[src/rtl/dp_pkg.sv]
package dp_pkg;
  // C-bus destination indices (also the c_mask bit positions)
  localparam int unsigned RI_HOLD  = 0;
  localparam int unsigned RI_ADDR  = 1;
  localparam int unsigned RI_DATA  = 2;
  localparam int unsigned RI_PC    = 3;
  localparam int unsigned RI_SP    = 4;
  localparam int unsigned RI_FRAME = 5;
  localparam int unsigned RI_POOL  = 6;
  localparam int unsigned RI_TOP   = 7;
  localparam int unsigned RI_SCR   = 8;
  localparam int unsigned NUM_DST  = 9;

  // B-bus source codes
  localparam logic [3:0] BS_DATA  = 4'd0;
  localparam logic [3:0] BS_PC    = 4'd1;
  localparam logic [3:0] BS_BYTE  = 4'd2;
  localparam logic [3:0] BS_SP    = 4'd3;
  localparam logic [3:0] BS_FRAME = 4'd4;
  localparam logic [3:0] BS_POOL  = 4'd5;
  localparam logic [3:0] BS_TOP   = 4'd6;
  localparam logic [3:0] BS_SCR   = 4'd7;
  localparam logic [3:0] BS_ADDR  = 4'd8;

  typedef enum logic [1:0] {
    FN_AND = 2'd0,
    FN_OR  = 2'd1,
    FN_NOTB = 2'd2,
    FN_ADD = 2'd3
  } alu_fn_e;

  typedef struct packed {
    logic    shl;
    logic    sra;
    alu_fn_e fn;
    logic    ena;
    logic    enb;
    logic    inva;
    logic    cin;
  } alu_ctl_t;
endpackage

[src/rtl/dp_bsel.sv]
module dp_bsel
  import dp_pkg::*;
#(
  parameter int unsigned W    = 32,
  parameter int unsigned BW   = 8,
  parameter int unsigned NDST = 9
) (
  input  logic [NDST-1:0][W-1:0] rf_q,
  input  logic [BW-1:0]          byte_q,
  input  logic [3:0]             sel,
  input  logic                   sext,
  output logic [W-1:0]           b_bus
);
  localparam int unsigned EXT = W - BW;

  logic [W-1:0] byte_ext;
  assign byte_ext = {{EXT{byte_q[BW-1] & sext}}, byte_q};

  always_comb begin
    unique case (sel)
      BS_DATA:  b_bus = rf_q[RI_DATA];
      BS_PC:    b_bus = rf_q[RI_PC];
      BS_BYTE:  b_bus = byte_ext;
      BS_SP:    b_bus = rf_q[RI_SP];
      BS_FRAME: b_bus = rf_q[RI_FRAME];
      BS_POOL:  b_bus = rf_q[RI_POOL];
      BS_TOP:   b_bus = rf_q[RI_TOP];
      BS_SCR:   b_bus = rf_q[RI_SCR];
      BS_ADDR:  b_bus = rf_q[RI_ADDR];
      default:  b_bus = '0;
    endcase
  end
endmodule

[src/rtl/dp_alu.sv]
module dp_alu
  import dp_pkg::*;
#(
  parameter int unsigned W   = 32,
  parameter int unsigned SHL = 8
) (
  input  alu_ctl_t     ctl,
  input  logic [W-1:0] a_in,
  input  logic [W-1:0] b_in,
  output logic [W-1:0] alu_raw,
  output logic [W-1:0] shift_out
);
  logic [W-1:0] a_t, b_t, s_l;

  always_comb begin
    a_t = ctl.ena ? a_in : '0;
    if (ctl.inva) a_t = ~a_t;
    b_t = ctl.enb ? b_in : '0;
    unique case (ctl.fn)
      FN_AND:  alu_raw = a_t & b_t;
      FN_OR:   alu_raw = a_t | b_t;
      FN_NOTB: alu_raw = ~b_t;
      default: alu_raw = a_t + b_t + {{(W-1){1'b0}}, ctl.cin};
    endcase
  end

  always_comb begin
    s_l = ctl.shl ? (alu_raw << SHL) : alu_raw;
    shift_out = ctl.sra ? W'($signed(s_l) >>> 1) : s_l;
  end
endmodule

[src/rtl/dp_regs.sv]
module dp_regs
  import dp_pkg::*;
#(
  parameter int unsigned W    = 32,
  parameter int unsigned BW   = 8,
  parameter int unsigned NDST = 9
) (
  input  logic                   clk,
  input  logic                   rst,
  input  logic [W-1:0]           c_bus,
  input  logic [NDST-1:0]        c_mask,
  input  logic                   mem_we,
  input  logic [W-1:0]           mem_rdata,
  input  logic                   byte_we,
  input  logic [BW-1:0]          byte_in,
  output logic [NDST-1:0][W-1:0] rf_q,
  output logic [BW-1:0]          byte_q
);
  for (genvar g = 0; g < NDST; g++) begin : g_reg
    logic [W-1:0] q;
    always_ff @(posedge clk) begin
      if (rst)
        q <= '0;
      else if (c_mask[g])
        q <= c_bus;
      else if ((g == RI_DATA) && mem_we)
        q <= mem_rdata;
    end
    assign rf_q[g] = q;
  end

  always_ff @(posedge clk) begin
    if (rst)
      byte_q <= '0;
    else if (byte_we)
      byte_q <= byte_in;
  end
endmodule

[src/rtl/bus_datapath.sv]
module bus_datapath
  import dp_pkg::*;
#(
  parameter int unsigned W   = 32,
  parameter int unsigned BW  = 8,
  parameter int unsigned SHL = 8
) (
  input  logic          clk,
  input  logic          rst,
  input  logic [3:0]    b_sel,
  input  logic          b_byte_sext,
  input  logic [7:0]    alu_ctl,
  input  logic [8:0]    c_mask,
  input  logic          mem_we,
  input  logic [W-1:0]  mem_rdata,
  input  logic          byte_we,
  input  logic [BW-1:0] byte_in,
  output logic [W-1:0]  addr_out,
  output logic [W-1:0]  data_out,
  output logic [W-1:0]  pc_out,
  output logic          flag_n,
  output logic          flag_z
);
  localparam int unsigned NDST = NUM_DST;

  logic [NDST-1:0][W-1:0] rf_q;
  logic [BW-1:0]          byte_q;
  logic [W-1:0]           b_bus, alu_raw, c_bus;
  alu_ctl_t               ctl;

  assign ctl = alu_ctl_t'(alu_ctl);

  dp_bsel #(.W(W), .BW(BW), .NDST(NDST)) u_bsel (
    .rf_q(rf_q), .byte_q(byte_q), .sel(b_sel), .sext(b_byte_sext), .b_bus(b_bus)
  );

  dp_alu #(.W(W), .SHL(SHL)) u_alu (
    .ctl(ctl), .a_in(rf_q[RI_HOLD]), .b_in(b_bus),
    .alu_raw(alu_raw), .shift_out(c_bus)
  );

  dp_regs #(.W(W), .BW(BW), .NDST(NDST)) u_regs (
    .clk(clk), .rst(rst), .c_bus(c_bus), .c_mask(c_mask),
    .mem_we(mem_we), .mem_rdata(mem_rdata),
    .byte_we(byte_we), .byte_in(byte_in),
    .rf_q(rf_q), .byte_q(byte_q)
  );

  always_ff @(posedge clk) begin
    if (rst) begin
      flag_n <= 1'b0;
      flag_z <= 1'b0;
    end else begin
      flag_n <= alu_raw[W-1];
      flag_z <= (alu_raw == '0);
    end
  end

  assign addr_out = rf_q[RI_ADDR];
  assign data_out = rf_q[RI_DATA];
  assign pc_out   = rf_q[RI_PC];
endmodule

[config.mk]
export PLATFORM = sky130hd
export DESIGN_NAME = bus_datapath
export DESIGN_NICKNAME = d
export VERILOG_FILES = /design/src/rtl/dp_pkg.sv /design/src/rtl/dp_bsel.sv /design/src/rtl/dp_alu.sv /design/src/rtl/dp_regs.sv /design/src/rtl/bus_datapath.sv
export SDC_FILE = /design/constraint.sdc
export NUM_CORES = 1
export LEC_CHECK = 0
export BUFFER_PORTS_ARGS = -buffer_cell sky130_fd_sc_hd__buf_4
export CORE_MARGIN = 1
export CORE_UTILIZATION = 47
export CTS_CLUSTER_DIAMETER = 30
export DETAILED_ROUTE_END_ITERATION = 6
export GPL_TIMING_DRIVEN = 0
export PLACE_DENSITY = 0.65
export SLEW_MARGIN = 20
export SYNTH_ARGS = -nofsm -noshare
export SYNTH_HDL_FRONTEND = slang
export SYNTH_SLANG_ARGS = --single-unit
[constraint.sdc]
create_clock -name clk -period 6.3 [get_ports clk]
set_input_delay 0.315 -clock clk [delete_from_list [all_inputs] [get_ports clk]]
set_output_delay 0.315 -clock clk [all_outputs]
set_load 0.01 [all_outputs]
Word level (Yosys, flattened, before mapping):

Index checks and enable logic that the tools add are counted.

* flip-flop bits (word level): 298
* input bits: 66
* output and inout port bits: 98
* logic and storage cells: 42

* $add $sub $neg: 2
* equality and inequality tests: 10
* mux-type cells: 9
* bitwise gates (word level): 5
* reduce and logical (&&, ||, !) cells: 4

Operator list (count)
* $pmux 32 s9: 1
* $mux 32: 6
* $pmux 32 s3: 1
* $not 32->32: 2
* $add 32x1->32: 1
* $add 32x32->32: 1
* $and 32x32->32: 1
* $logic_not 32->1: 1
* $or 32x32->32: 1
* $mux 31: 1
* $eq 4x3->1 const B: 4
* $eq 4x2->1 const B: 2
* $eq 4x1->1 const B: 1
* $eq 4x4->1 const B: 1
* $logic_not 4->1: 1
* $eq 2x1->1 const B: 1
* $eq 2x2->1 const B: 1
* $logic_not 2->1: 1
* $reduce_bool 2->1: 1
* $and 1x1->1: 1

Longest topological paths before layout:

Gate-level depths: netlist of run 1.

* depth after elaboration: 9
* mapped depth: 22

Modules after synthesis:

A second synthesis of run 1 with hierarchy kept.

* cells, all modules: 2035
* area, all modules: 17934.7 um2

Modules (own cells, without submodules)
* dp_regs: times used 1, cells each 1029, area an instance 10921.7 um2, seq. area each 5925.7 um2
* dp_alu: times used 1, cells each 672, area an instance 4499.3 um2, seq. area each 0.0 um2
* dp_bsel: times used 1, cells each 319, area an instance 2384.8 um2, seq. area each 0.0 um2
* bus_datapath: times used 1, cells each 15, area an instance 128.9 um2, seq. area each 40.0 um2

Worst setup path after synthesis of run 1:

No wires, ideal clock.

* kind: input-to-reg
* start: input b_sel[0]
* end: register u_regs.g_reg[0].q[22]
* data arrival time: 4745 ps
* required time: 6214 ps
* setup slack: 1469 ps
* stages on the path: 18
* cell sequence: buf_2 -> clkbuf_1 -> buf_1 -> mux2_2 -> a32o_1 -> nor3_1 -> nor2_1 -> ha_1 -> o211a_1 -> o21a_1 -> o2111ai_1 -> a211oi_1 -> o211ai_1 -> mux2i_1 -> a21oi_1 -> mux2i_1 -> mux2i_2 -> a211oi_1

* word-level cells in the longest chain between the ends: 8
* elaborated cells between the ends (all ways): 19
* classes of those cells: add/sub: 2; eq/ne: 8; mux: 5; bitwise: 3; reduce/logical: 1

RTL lines
* from (decl): RTL line bus_datapath.sv:10 `input logic [3:0] b_sel,`
* $eq 4x4->1, or another cell as far along: RTL line dp_bsel.sv:20 `unique case (sel)`
* $pmux 32 s9 (*): RTL line dp_bsel.sv:20
* $mux 32 (*): RTL line dp_alu.sv:18 `b_t = ctl.enb ? b_in : '0;`
* $add 32x32->32: RTL line dp_alu.sv:23 `default: alu_raw = a_t + b_t + {{(W-1){1'b0}}, ctl.cin};`
* $add 32x1->32: RTL line dp_alu.sv:23
* $pmux 32 s3 (*): RTL line dp_alu.sv:19 `unique case (ctl.fn)`
* $mux 32 (*): RTL line dp_alu.sv:28 `s_l = ctl.shl ? (alu_raw << SHL) : alu_raw;`
* $mux 31 (*): RTL line dp_alu.sv:29 `shift_out = ctl.sra ? W'($signed(s_l) >>> 1) : s_l;`
* to (signal assigned): RTL line dp_regs.sv:25 `q <= c_bus;`
* to (signal assigned): RTL line dp_regs.sv:27 `q <= mem_rdata;`
* to (decl): RTL line dp_regs.sv:20 `logic [W-1:0] q;`

Mark *: on every way between the ends. The rest lies on a longest branch, timed or not.
A chain may end at the register's enable or synchronous reset.

Worst setup path after layout of run 1:

* start: register u_regs.byte_q[7]
* end: register u_regs.g_reg[1].q[30]

* word-level cells in the longest chain between the ends: 8
* elaborated cells between the ends (all ways): 11
* classes of those cells: add/sub: 2; mux: 5; bitwise: 4

RTL lines
* from (decl): RTL line dp_regs.sv:17 `output logic [BW-1:0] byte_q`
* from (signal assigned): RTL line dp_regs.sv:36 `byte_q <= byte_in;`
* $and 1x1->1: RTL line dp_bsel.sv:17 `assign byte_ext = {{EXT{byte_q[BW-1] & sext}}, byte_q};`
* $pmux 32 s9 (*): RTL line dp_bsel.sv:20
* $mux 32 (*): RTL line dp_alu.sv:18
* $add 32x32->32: RTL line dp_alu.sv:23
* $add 32x1->32: RTL line dp_alu.sv:23
* $pmux 32 s3 (*): RTL line dp_alu.sv:19
* $mux 32 (*): RTL line dp_alu.sv:28
* $mux 31 (*): RTL line dp_alu.sv:29
* to (signal assigned): RTL line dp_regs.sv:25
* to (signal assigned): RTL line dp_regs.sv:27
* to (decl): RTL line dp_regs.sv:20

Marked as above.

==> metrics.csv, run 1 <==
metric,value,unit
Max stage delay on crit path,780,ps
Detailed Place HPWL,61.02,mm
final instance area,22640,sq um
Pwr per Cell Area,295.7,nW/um^2
CP Launch Type,flop,
die area,40450,sq um
Leakage Power,9.500,nW
failing checks,design-rule violations,
Post-Syn Area,18640,sq um
Port Buf Inserts,144,
die width,201.1,um
Root Driver,clkbuf_16,
Synth cell types,87,
worst vdd ir,0.2417,mV
total power,6.695,mW
# setup viols final,0,
crit path kind,reg2reg,
top post-synthesis cells by area,"dfxtp_1 (32%), mux2i_1 (8.3%), a211oi_1 (7.0%), nor2_1 (6.6%), ha_1 (4.2%)",
fin crit share,99.05,%
wire per inst,26.69,um
Die Y,201.1,um
XOR/XNOR share of the synthesized area,2.162,%
Worst Hold Class,in2reg,
post-synthesis mux area share,11.55,%
#FFs+latches synth,298,
vias in the first global route,18650,
combinational power share,20.7,%
Sequential Power Share,32.4,%
sequential-to-total area share from yosys stat,32.01,%
status,"finished, violations left",
RSZ-0062 raised after global routing,no,
Post-synth EDFFs,0,
via/cell ratio,6.327,
Synth top area share,32.01,%
total wire length,81.76,mm
Int Pwr,4.649,mW
Crit path top cell by count,o21ai_0,
First-pass DRT Iterations,7,
Syn Nets,2416,
simple-gate area share of the yosys netlist,18.40,%
Worst-Skew Late Latency,580,ps
row count,72,
cell taking the most area after synthesis,dfxtp_1,
critical path capture point type,flop,
crit path buf inv count,2,
worst path cell trace,and4_1 -> clkbuf_2 -> a211oi_1 -> a31oi_1 -> ha_1 -> clkbuf_1 -> a21oi_1 -> o21ai_0 -> a221oi_1 -> o21ai_0 -> nor3_1 -> nand3b_1 -> nand2b_1 -> a21boi_1 -> a2111oi_0,
complex-gate fraction of the synthesized area,21.85,%
Least-Margin Pin Slew,1244,ps
DP Area,20470,sq um
first-pass GRT wire length,119.4,mm
switch share,30.57,%
"Slew Viols, Final",0,
clk slew on worst S/H paths,50,ps
aggregate global-route resource usage,39.35,%
Final Hold Violating Endpoints,0,
Final min period,6240,ps
Post-Syn Area per Cell,8.156,sq um
area grow syn2layout,21.48,%
nets,2631,
CTS max path bufs,3,
Worst Path Arrival,6640,ps
share of layout cells above drive strength 1,17.89,%
"delay-heaviest family, CP",compound AO/OA/AOI/OAI gates,
max-cap check violation count,0,
Clock Sinks,298,
final worst slack,59.76,ps
yosys warns,0,
Worst EP required,6700,ps
async set-reset flop share out of synthesis,0,%
Initial Util,47.89,%
Final ANT Viol Nets,0,
slowest stage cell on the critical path,and4_1,
Routability Congestion,1.025,
Max Fanout on Critical Path,10,
clock power share,46.9,%
NetSw,2.047,mW
DRC,1,
CTS tree,yes,
drt initial violations,2278,
via count,19380,
grt ovf,0,
# placed instances,2952,
fin cells,3063,
post-synthesis adder-cell area fraction,4.444,%
relative max-transition margin,17.06,%
largest net degree at the start of global routing,15,
"Primary FF master, synth",dfxtp_1,
Num CTS Buffers,56,
fmax,0.1603,GHz
H-tree Lvls,2,
largest family of logic cells by synthesized area,compound AO/OA/AOI/OAI gates,
worst slack at placement,-1518,ps
clk_skew,33.65,ps
initial antenna violation count,2,
# IOs,164,
Mapped Cells,2285,
core box area,38920,sq um
-- repair_timing --
item,in CTS,in global routing
pin swaps,0,1
setup endpoints to repair,139,121
gates resized for setup,11,17
hold endpoints to repair,7,0
hold buffers,7,0
buffers inserted,0,1
-- routing by layer --
metal  track usage (%)  share of wire [%]
met4             24.86                7.4
met2             62.62                 44
met5                 0                  0
met1             48.18                 38
met3             8.698                 10
-- flip-flops by register name, summed over array words and instances (netlist names) --
register	count
u_regs.byte_q	8
flag_z	1
flag_n	1
u_regs.g.q	288
-- stage by stage --
| stage | util, % | TNS, ps | hold slack (ps) |
|---|---|---|---|
| 4_1_cts | 57.94 | 0 | 0.4537 |
| 2_1_floorplan | - | 0 | 445.7 |
| 6_report | 58.17 | 0 | 14.73 |
| 5_1_grt | 58.17 | 0 | 55.30 |
| 3_5_place_dp | 52.61 | -125650 | 465.4 |
| 3_3_place_gp | 52.33 | -225720 | 453.9 |
-- logic make-up (layout without fill, tap and decap cells) --
kind of cell | Yosys count | in the layout
compound gates | 581 | 581
xor+xnor | 46 | 46
fa+ha+maj | 65 | 65
buf+inv | 371 | 629
flops | 298 | 298
mux | 190 | 190
other cells | 0 | 2
simple gates | 734 | 734
-- final timing paths --
check	startpoint	end	slack, ps	depth (start not counted)
hold / removal	byte_in[4]	u_regs.byte_q[4]$_SDFFE_PP0P_	10	3
setup reg to reg	u_regs.byte_q[7]$_SDFFE_PP0P_	u_regs.g_reg[1].q[30]$_SDFFE_PP0P_	60	15
hold reg to reg	u_regs.g_reg[4].q[23]$_SDFFE_PP0P_	u_regs.g_reg[4].q[23]$_SDFFE_PP0P_	470	2
setup / recovery	u_regs.byte_q[7]$_SDFFE_PP0P_	u_regs.g_reg[1].q[30]$_SDFFE_PP0P_	60	15
-- power by group through the flow --
stage / Combinational, mW / Clock, mW / Sequential, mW
after floorplan: 0.846 / 0 / 2.15
after global placement: 1.29 / 0 / 2.19
after detailed placement: 1.32 / 0 / 2.20
after CTS: 1.34 / 3.13 / 2.16
after global routing: 1.46 / 3.22 / 2.18
final: 1.39 / 3.14 / 2.17
-- Yosys cell counts (14+ instances only) --
library cell	instances
inv_1	85
o211ai_1	16
mux4_2	18
nand2b_1	55
nand4_1	14
nor3_1	19
nor2b_1	39
mux2_2	17
a22oi_1	32
buf_1	19
o22ai_1	55
clkbuf_1	147
ha_1	63
nand3_1	40
buf_2	17
o21ai_0	57
dfxtp_1	298
mux2i_1	154
a211oi_1	174
a21oi_1	97
nand2_1	150
xnor2_1	37
a21o_1	16
buf_4	97
a221oi_1	14
nor2_1	328
-- layout make-up --
cell class              instances  area, sq um
diodes                          2        5.005
inverters                      90        337.8
multi-input cells            1616        11050
plain buffers                 280         1454
fillers                      3618        16280
repair buffers                158         1207
clock buffers                  67         1514
well taps                     518        648.1
clock inverters                34        457.9
flip-flops and latches        298         5966
-- placed cells by master, fill, tap and decap left out, drive strengths merged, types with 14 or more instances in the layout --
cell type,n
nor2,329
o211ai,16
inv,93
nand3,40
mux4,18
xnor2,37
a21oi,98
nor3,20
ha,63
clkinv,14
nor2b,39
mux2i,155
dfxtp,298
a211oi,174
nand2b,55
buf,283
nand4,14
a22oi,32
a21o,16
clkbuf,215
o21ai,63
nand2,150
mux2,17
a221oi,14
o22ai,56
-- worst min-delay path: cells and delay by family --
kind	cells	cell delay, ps
multiplexers	1	60
buffers and inverters	1	80
AND/OR/NAND/NOR	1	90
Power figures use the tool's default switching activity.
==> inputs of run 2 (changes only) <==
Settings changed: CELL_PAD_IN_SITES_DETAIL_PLACEMENT set to 1, CELL_PAD_IN_SITES_GLOBAL_PLACEMENT set to 2, CORE_UTILIZATION 47 to 37, PLACE_DENSITY 0.65 to not set, PLACE_DENSITY_LB_ADDON set to 0.1.
==> run 2 against run 1 <==
Net effect:
- core utilization shrank 11 points
- sequential share of layout area down 0.73 points
- the run now ends clean
- final cell count rose by 5.4%
- critical endpoint is now u_regs.g_reg[7].q[18]$_SDFFE_PP0P_
- worst setup slack improved by 81 ps
- wire length up 12%
- die area up 27%
- critical path depth grew 4
- first-iteration DRC count is 29% lower
- power grew 7.5%
==> metrics.csv, run 2 (synthesized netlist as in run 1, its figures left out) <==
metric,value,unit,change
status,"complete, no violations",,"was finished, violations left"
Worst EP required,6720,ps,was 6700 ps
Regs by FF count,"u_regs.g.q: 288 flops, u_regs.byte_q: 8 flops",,unchanged
Clock Sinks,298,,unchanged
DP Area,20690,sq um,was 20470 sq um
# setup viols final,0,,unchanged
H-tree Lvls,3,,was 2
CTS max path bufs,3,,unchanged
grt ovf,0,,unchanged
# IOs,164,,unchanged
Leakage Power,9.710,nW,was 9.500 nW
Root Driver,clkbuf_16,,unchanged
max reg flops,288,,unchanged
Least-Margin Pin Slew,1344,ps,was 1244 ps
"Slew Viols, Final",0,,unchanged
largest register by flop count,u_regs.g.q,,unchanged
Final ANT Viol Nets,0,,unchanged
max-cap check violation count,0,,unchanged
Final Hold Violating Endpoints,0,,unchanged
Worst Hold Class,in2reg,,unchanged
share of layout cells above drive strength 1,18.72,%,was 17.89%
Final min period,6159,ps,was 6240 ps
area grow syn2layout,24.96,%,was 21.48%
First-pass DRT Iterations,5,,was 7
fin crit share,97.77,%,was 99.05%
hold slack,100.6,ps,was 14.73 ps
nets,2644,,was 2631
CP Launch Type,input pin,,was flop
relative max-transition margin,9.472,%,was 17.06%
wire per inst,28.37,um,was 26.69 um
clk slew on worst S/H paths,50,ps,about the same
RSZ-0062 raised after global routing,no,,unchanged
via count,19320,,was 19380
Max Fanout on Critical Path,10,,unchanged
crit path kind,in2reg,,was reg2reg
Detailed Place HPWL,69.45,mm,was 61.02 mm
final instance area,23290,sq um,was 22640 sq um
Worst-Skew Late Latency,590,ps,was 580 ps
clk_skew,26.04,ps,was 33.65 ps
total wire length,91.62,mm,was 81.76 mm
vias in the first global route,19680,,was 18650
core box area,49360,sq um,was 38920 sq um
Die Y,226.4,um,was 201.1 um
first-pass GRT wire length,132.1,mm,was 119.4 mm
TNS Setup,0,ps,unchanged
Num CTS Buffers,66,,was 56
Pwr per Cell Area,309.1,nW/um^2,was 295.7 nW/um^2
fmax,0.1624,GHz,was 0.1603 GHz
CTS tree,yes,,unchanged
"most common cell after layout, fill and taps aside",nor2_1,,unchanged
largest net degree at the start of global routing,13,,was 15
most frequent cells in the layout,"nor2_1 (328), dfxtp_1 (298), buf_4 (246)",,"was nor2_1 (328), dfxtp_1 (298), buf_4 (247)"
initial antenna violation count,2,,unchanged
die width,226.4,um,was 201.1 um
DRC,0,,was 1
Routability Congestion,0.9221,,was 1.025
critical path capture point type,flop,,unchanged
worst vdd ir,0.2172,mV,was 0.2417 mV
Initial Util,37.76,%,was 47.89%
Port Buf Inserts,144,,unchanged
Worst Path Arrival,6580,ps,was 6640 ps
aggregate global-route resource usage,35.51,%,was 39.35%
via/cell ratio,5.983,,was 6.327
drt initial violations,1628,,was 2278
die area,51270,sq um,was 40450 sq um
row count,81,,was 72
## run 2: what timing repair did
item / 4_1_cts / 5_1_grt
resized for setup: 16 / 22
pin swaps: 0 / 1
setup endpoints to repair: 181 / 164
hold endpoints to repair: 8 / 0
buffers inserted: 0 / 4
hold buffers: 8 / 0
## run 2: where the power goes
part           internal (mW)  switching (mW)  total [mW]
Clock                   2.41            1.17        3.58
Sequential              2.05           0.126        2.18
Combinational          0.531           0.915        1.45
## run 2: critical path, stage by stage
cell,delay [ps]
buf_2,230
buf_2,340
buf_2,450
clkdlybuf4s15_2,630
nor3_1,120
a32o_1,230
nor3_1,520
nor2_1,150
ha_1,420
a21o_1,220
nand2b_1,170
o2111ai_1,350
a211oi_4,180
or4_1,520
a41o_1,240
a21oi_1,320
mux2i_1,230
a21oi_2,710
a211oi_1,190
## run 2: stage by stage
stage               setup slack (ps)  power [mW]  utilization, %  cells
CTS                            4.886       7.135           46.84   3224
finish                         140.5       7.198           47.18   3229
global route                   2.852       7.381           47.18   3228
detailed placement             -1736       3.578           41.91   3099
global placement               -2324       3.535           41.63   3093
floorplan                       1469       2.997               -   2285
## run 2: final timing paths
check | start | slack (ps) | cells after the start | to
setup / recovery | b_sel[3] | 140 | 19 | u_regs.g_reg[7].q[18]$_SDFFE_PP0P_
hold / removal | mem_rdata[6] | 100 | 5 | u_regs.g_reg[2].q[6]$_SDFFE_PP0P_
setup reg to reg | u_regs.byte_q[7]$_SDFFE_PP0P_ | 160 | 18 | u_regs.g_reg[4].q[25]$_SDFFE_PP0P_
hold reg to reg | u_regs.g_reg[6].q[23]$_SDFFE_PP0P_ | 480 | 2 | u_regs.g_reg[6].q[23]$_SDFFE_PP0P_
## run 2: metal layers
metal	wire length, um	part of all wire (%)	global-route usage [%]
met3	5884	6.4	5.728
met4	4983	5.4	20.31
met2	42700	47	58.35
met1	38040	42	43.98
met5	14	0.015	0
## run 2: cell type report
| type | instances | area [sq um] |
|---|---|---|
| inverters | 90 | 337.8 |
| flip-flops and latches | 298 | 5966 |
| clock buffers | 86 | 1859 |
| repair buffers | 162 | 1260 |
| diodes | 1 | 2.502 |
| well taps | 664 | 830.8 |
| fillers | 5957 | 26070 |
| multi-input cells | 1616 | 11130 |
| clock inverters | 33 | 432.9 |
| plain buffers | 279 | 1470 |
==> inputs of run 3 (changes only) <==
Settings changed: CELL_PAD_IN_SITES_DETAIL_PLACEMENT 1 to not set, CELL_PAD_IN_SITES_GLOBAL_PLACEMENT 2 to not set, CORE_UTILIZATION 37 to 47, PLACE_DENSITY set to 0.65, PLACE_DENSITY_LB_ADDON 0.1 to not set, SYNTH_HIERARCHICAL set to 1.
==> run 3 against run 2 <==
Net effect:
- power is 0.96% higher
- final area decreased by 5.0%
- die area is 24% lower
- core utilization grew 12 points
- clock skew down 6.0 ps
==> metrics.csv, run 3 <==
metric,value,unit,change
status,"complete, no violations",,unchanged
Worst R2R Start,u_regs/g_reg[3].q[0]$_SDFFE_PP0P_,,was u_regs.byte_q[7]$_SDFFE_PP0P_
wire per inst,25.78,um,was 28.37 um
Worst-Skew Late Latency,580,ps,was 590 ps
postcts setup bufs,0,,unchanged
Routability Congestion,0.9377,,was 0.9221
worst vdd ir,0.2508,mV,was 0.2172 mV
Die Y,197.3,um,was 226.4 um
post-synthesis adder-cell area fraction,4.688,%,was 4.444%
die area,38950,sq um,was 51270 sq um
Syn Nets,2167,,was 2416
R2R Path End,u_regs/g_reg[2].q[17]$_SDFFE_PP0P_,,was u_regs.g_reg[4].q[25]$_SDFFE_PP0P_
Final ANT Viol Nets,0,,unchanged
fmax,0.1623,GHz,was 0.1624 GHz
"most common cell after layout, fill and taps aside",nor2_1,,unchanged
Worst Path Arrival,6630,ps,was 6580 ps
Least-Margin Pin Slew,1110,ps,was 1344 ps
Leakage Power,10.14,nW,was 9.710 nW
fin crit share,97.81,%,was 97.77%
"Primary FF master, synth",dfxtp_1,,unchanged
"Endpoint, Worst Hold",u_regs/g_reg[2].q[4]$_SDFFE_PP0P_,,was u_regs.g_reg[2].q[6]$_SDFFE_PP0P_
First-pass DRT Iterations,6,,was 5
# setup viols final,0,,unchanged
Initial Util,47.73,%,was 37.76%
Port Buf Inserts,147,,was 144
CP Launch Type,input pin,,unchanged
# IOs,164,,unchanged
"Slew Viols, Final",0,,unchanged
most frequent cells in the layout,"nor2_1 (342), mux2i_1 (335), dfxtp_1 (298)",,"was nor2_1 (328), dfxtp_1 (298), buf_4 (246)"
crit path kind,in2reg,,unchanged
nets,2391,,was 2644
Worst EP required,6770,ps,was 6720 ps
TNS Setup,0,ps,unchanged
register-to-register path setup slack,450,ps,was 160 ps
top post-synthesis cells by area,"dfxtp_1 (33%), mux2i_1 (19%), nor2_1 (7.2%), ha_1 (4.5%), mux4_2 (3.1%)",,"was dfxtp_1 (32%), mux2i_1 (8.3%), a211oi_1 (7.0%), nor2_1 (6.6%), ha_1 (4.2%)"
switch share,29.95,%,was 30.68%
async set-reset flop share out of synthesis,0,%,unchanged
Final Hold Violating Endpoints,0,,unchanged
CTS tree,yes,,unchanged
vias in the first global route,16850,,was 19680
simple-gate area share of the yosys netlist,15.06,%,was 18.40%
Synth cell types,80,,was 87
most frequent cells after synthesis,"nor2_1 (342), mux2i_1 (335), dfxtp_1 (298)",,"was nor2_1 (328), dfxtp_1 (298), a211oi_1 (174)"
DRC,0,,unchanged
largest family of logic cells by synthesized area,multiplexers,,was compound AO/OA/AOI/OAI gates
post-synthesis mux area share,22.88,%,was 11.55%
initial antenna violation count,0,,was 2
Final min period,6162,ps,was 6159 ps
max reg flops,288,,unchanged
DP Area,19680,sq um,was 20690 sq um
Root Driver,clkbuf_16,,unchanged
first-pass GRT wire length,106.4,mm,was 132.1 mm
Clock Sinks,298,,unchanged
Max Fanout on Critical Path,10,,unchanged
core box area,37580,sq um,was 49360 sq um
Pwr per Cell Area,328.6,nW/um^2,was 309.1 nW/um^2
fin cells,2820,,was 3229
combinational power share,19.9,%,was 20.1%
Detailed Place HPWL,52.72,mm,was 69.45 mm
NetSw,2.177,mW,was 2.208 mW
CTS max path bufs,3,,unchanged
complex-gate fraction of the synthesized area,13.88,%,was 21.85%
yosys warns,6,,was 0
total wire length,72.70,mm,was 91.62 mm
aggregate global-route resource usage,37.04,%,was 35.51%
area grow syn2layout,23.32,%,was 24.96%
Regs by FF count,"u_regs/g.q: 288 flops, u_regs/byte_q: 8 flops",,"was u_regs.g.q: 288 flops, u_regs.byte_q: 8 flops"
Reg2Reg Depth,19,,was 18
Sequential Power Share,30.2,%,about the same
largest net degree at the start of global routing,11,,was 13
Num CTS Buffers,67,,was 66
critical path capture point type,flop,,unchanged
final worst slack,137.9,ps,was 140.5 ps
cell taking the most area after synthesis,dfxtp_1,,unchanged
largest register by flop count,u_regs/g.q,,was u_regs.g.q
# placed instances,2693,,was 3099
antenna cells,0,,was 1
Post-Syn Area,17930,sq um,was 18640 sq um
H-tree Lvls,3,,unchanged
relative max-transition margin,25.60,%,was 9.472%
XOR/XNOR share of the synthesized area,2.881,%,was 2.162%
sequential-to-total area share from yosys stat,33.26,%,was 32.01%
worst slack at placement,-421.4,ps,was -1736 ps
share of layout cells above drive strength 1,17.97,%,was 18.72%
HP Start,mem_rdata[4],,was mem_rdata[6]
die width,197.3,um,was 226.4 um
"count leader, synth",nor2_1,,unchanged
max-cap check violation count,0,,unchanged
via/cell ratio,6.101,,was 5.983
Synth top area share,33.26,%,was 32.01%
row count,71,,was 81
RSZ-0062 raised after global routing,no,,unchanged
Post-Syn Area per Cell,8.813,sq um,was 8.156 sq um
final instance area,22120,sq um,was 23290 sq um
via count,17200,,was 19320
clk_skew,20.05,ps,was 26.04 ps
drt initial violations,1908,,was 1628
Post-synth EDFFs,0,,unchanged
# fillers,3377,,was 5957
Worst Hold Class,in2reg,,unchanged
hold slack,106.6,ps,was 100.6 ps
Hold Path Stages,3,,was 5
grt ovf,0,,unchanged
#FFs+latches synth,298,,unchanged
clk slew on worst S/H paths,50,ps,about the same
Int Pwr,5.091,mW,was 4.990 mW
clock power share,49.9,%,was 49.7%
Mapped Cells,2035,,was 2285
-- run 3: cell count changes in the layout (fill, tap and decap cells not counted), sizes merged, moves of 36 or more --
cell    change
mux2i     +180
a211oi    -135
clkbuf     -65
o22ai      -51
nand2b     -43
buf        -38
a21oi      -36
-- run 3: worst max path at each step --
stage,from,endpoint,cells past startpoint
after floorplan,b_sel[0],u_regs/g_reg[2].q[23]$_SDFFE_PP0P_,21
after global placement,b_sel[3],u_regs/g_reg[2].q[18]$_SDFFE_PP0P_,19
after detailed placement,b_sel[3],u_regs/g_reg[2].q[18]$_SDFFE_PP0P_,19
after CTS,b_sel[3],u_regs/g_reg[2].q[18]$_SDFFE_PP0P_,19
after global routing,b_sel[0],u_regs/g_reg[2].q[17]$_SDFFE_PP0P_,22
final,b_sel[0],u_regs/g_reg[2].q[17]$_SDFFE_PP0P_,22
-- run 3: power groups by stage --
stage | clock network, mW | logic (mW) | registers (mW)
floorplan | 0 | 0.887 | 2.20
global placement | 0 | 1.38 | 2.22
detailed placement | 0 | 1.40 | 2.22
CTS | 3.64 | 1.41 | 2.20
global route | 3.74 | 1.53 | 2.21
finish | 3.62 | 1.45 | 2.20
-- run 3: timing repair --
| action | 4_1_cts | 5_1_grt |
|---|---|---|
| setup endpoints to repair | 0 | 29 |
| endpoints found under the hold margin | 9 | 0 |
| hold buffers | 9 | 0 |
| gates resized for setup | 0 | 3 |
-- run 3: layout make-up --
cell class / count / area [sq um] / share of cell area [%]
plain buffers: 182 / 975.9 / 4.413
clock buffers: 84 / 1822 / 8.237
clock inverters: 35 / 524.3 / 2.370
inverters: 90 / 337.8 / 1.527
multi-input cells: 1464 / 10660 / 48.19
flip-flops and latches: 298 / 5966 / 26.97
well taps: 511 / 639.4 / 2.891
repair buffers: 156 / 1194 / 5.397
-- run 3: routing by layer --
| metal | GRT usage (%) | vias up | wire, um | part of all wire, % |
|---|---|---|---|---|
| li1 | - | 7595 | - | - |
| met1 | 46.68 | 8323 | 28910 | 40 |
| met2 | 59.65 | 1025 | 32810 | 45 |
| met3 | 6.812 | 261 | 6710 | 9.2 |
| met4 | 20.59 | 0 | 4262 | 5.9 |
| met5 | 0 | - | 0 | 0 |
-- run 3: critical path, cell delays in order --
cell	delay (ps)
buf_6	140
buf_6	200
buf_2	420
mux2i_1	290
o22ai_1	120
a21oi_1	200
o221ai_1	320
nand2_1	260
fa_1	220
inv_1	50
fa_1	420
a21o_1	210
a221oi_2	520
o221a_2	380
o21ai_0	160
a21oi_1	220
xnor2_1	110
a221oi_1	710
mux4_2	370
clkbuf_1	650
nor2b_1	100
a211oi_1	230
-- run 3: cell families after synthesis --
logic type               count (synthesis)
adder cells (fa/ha/maj)                 66
XOR/XNOR                                59
multiplexers                           376
buffers and inverters                  273
flip-flops                             298
AO/OA/AOI/OAI                          344
AND/OR/NAND/NOR                        619
-- run 3: stage by stage --
stage          power (mW)  util, %
2_1_floorplan       3.091        -
3_3_place_gp        3.598    52.37
3_5_place_dp        3.621    52.37
4_1_cts             7.242    58.85
5_1_grt             7.487    58.86
6_report            7.268    58.86
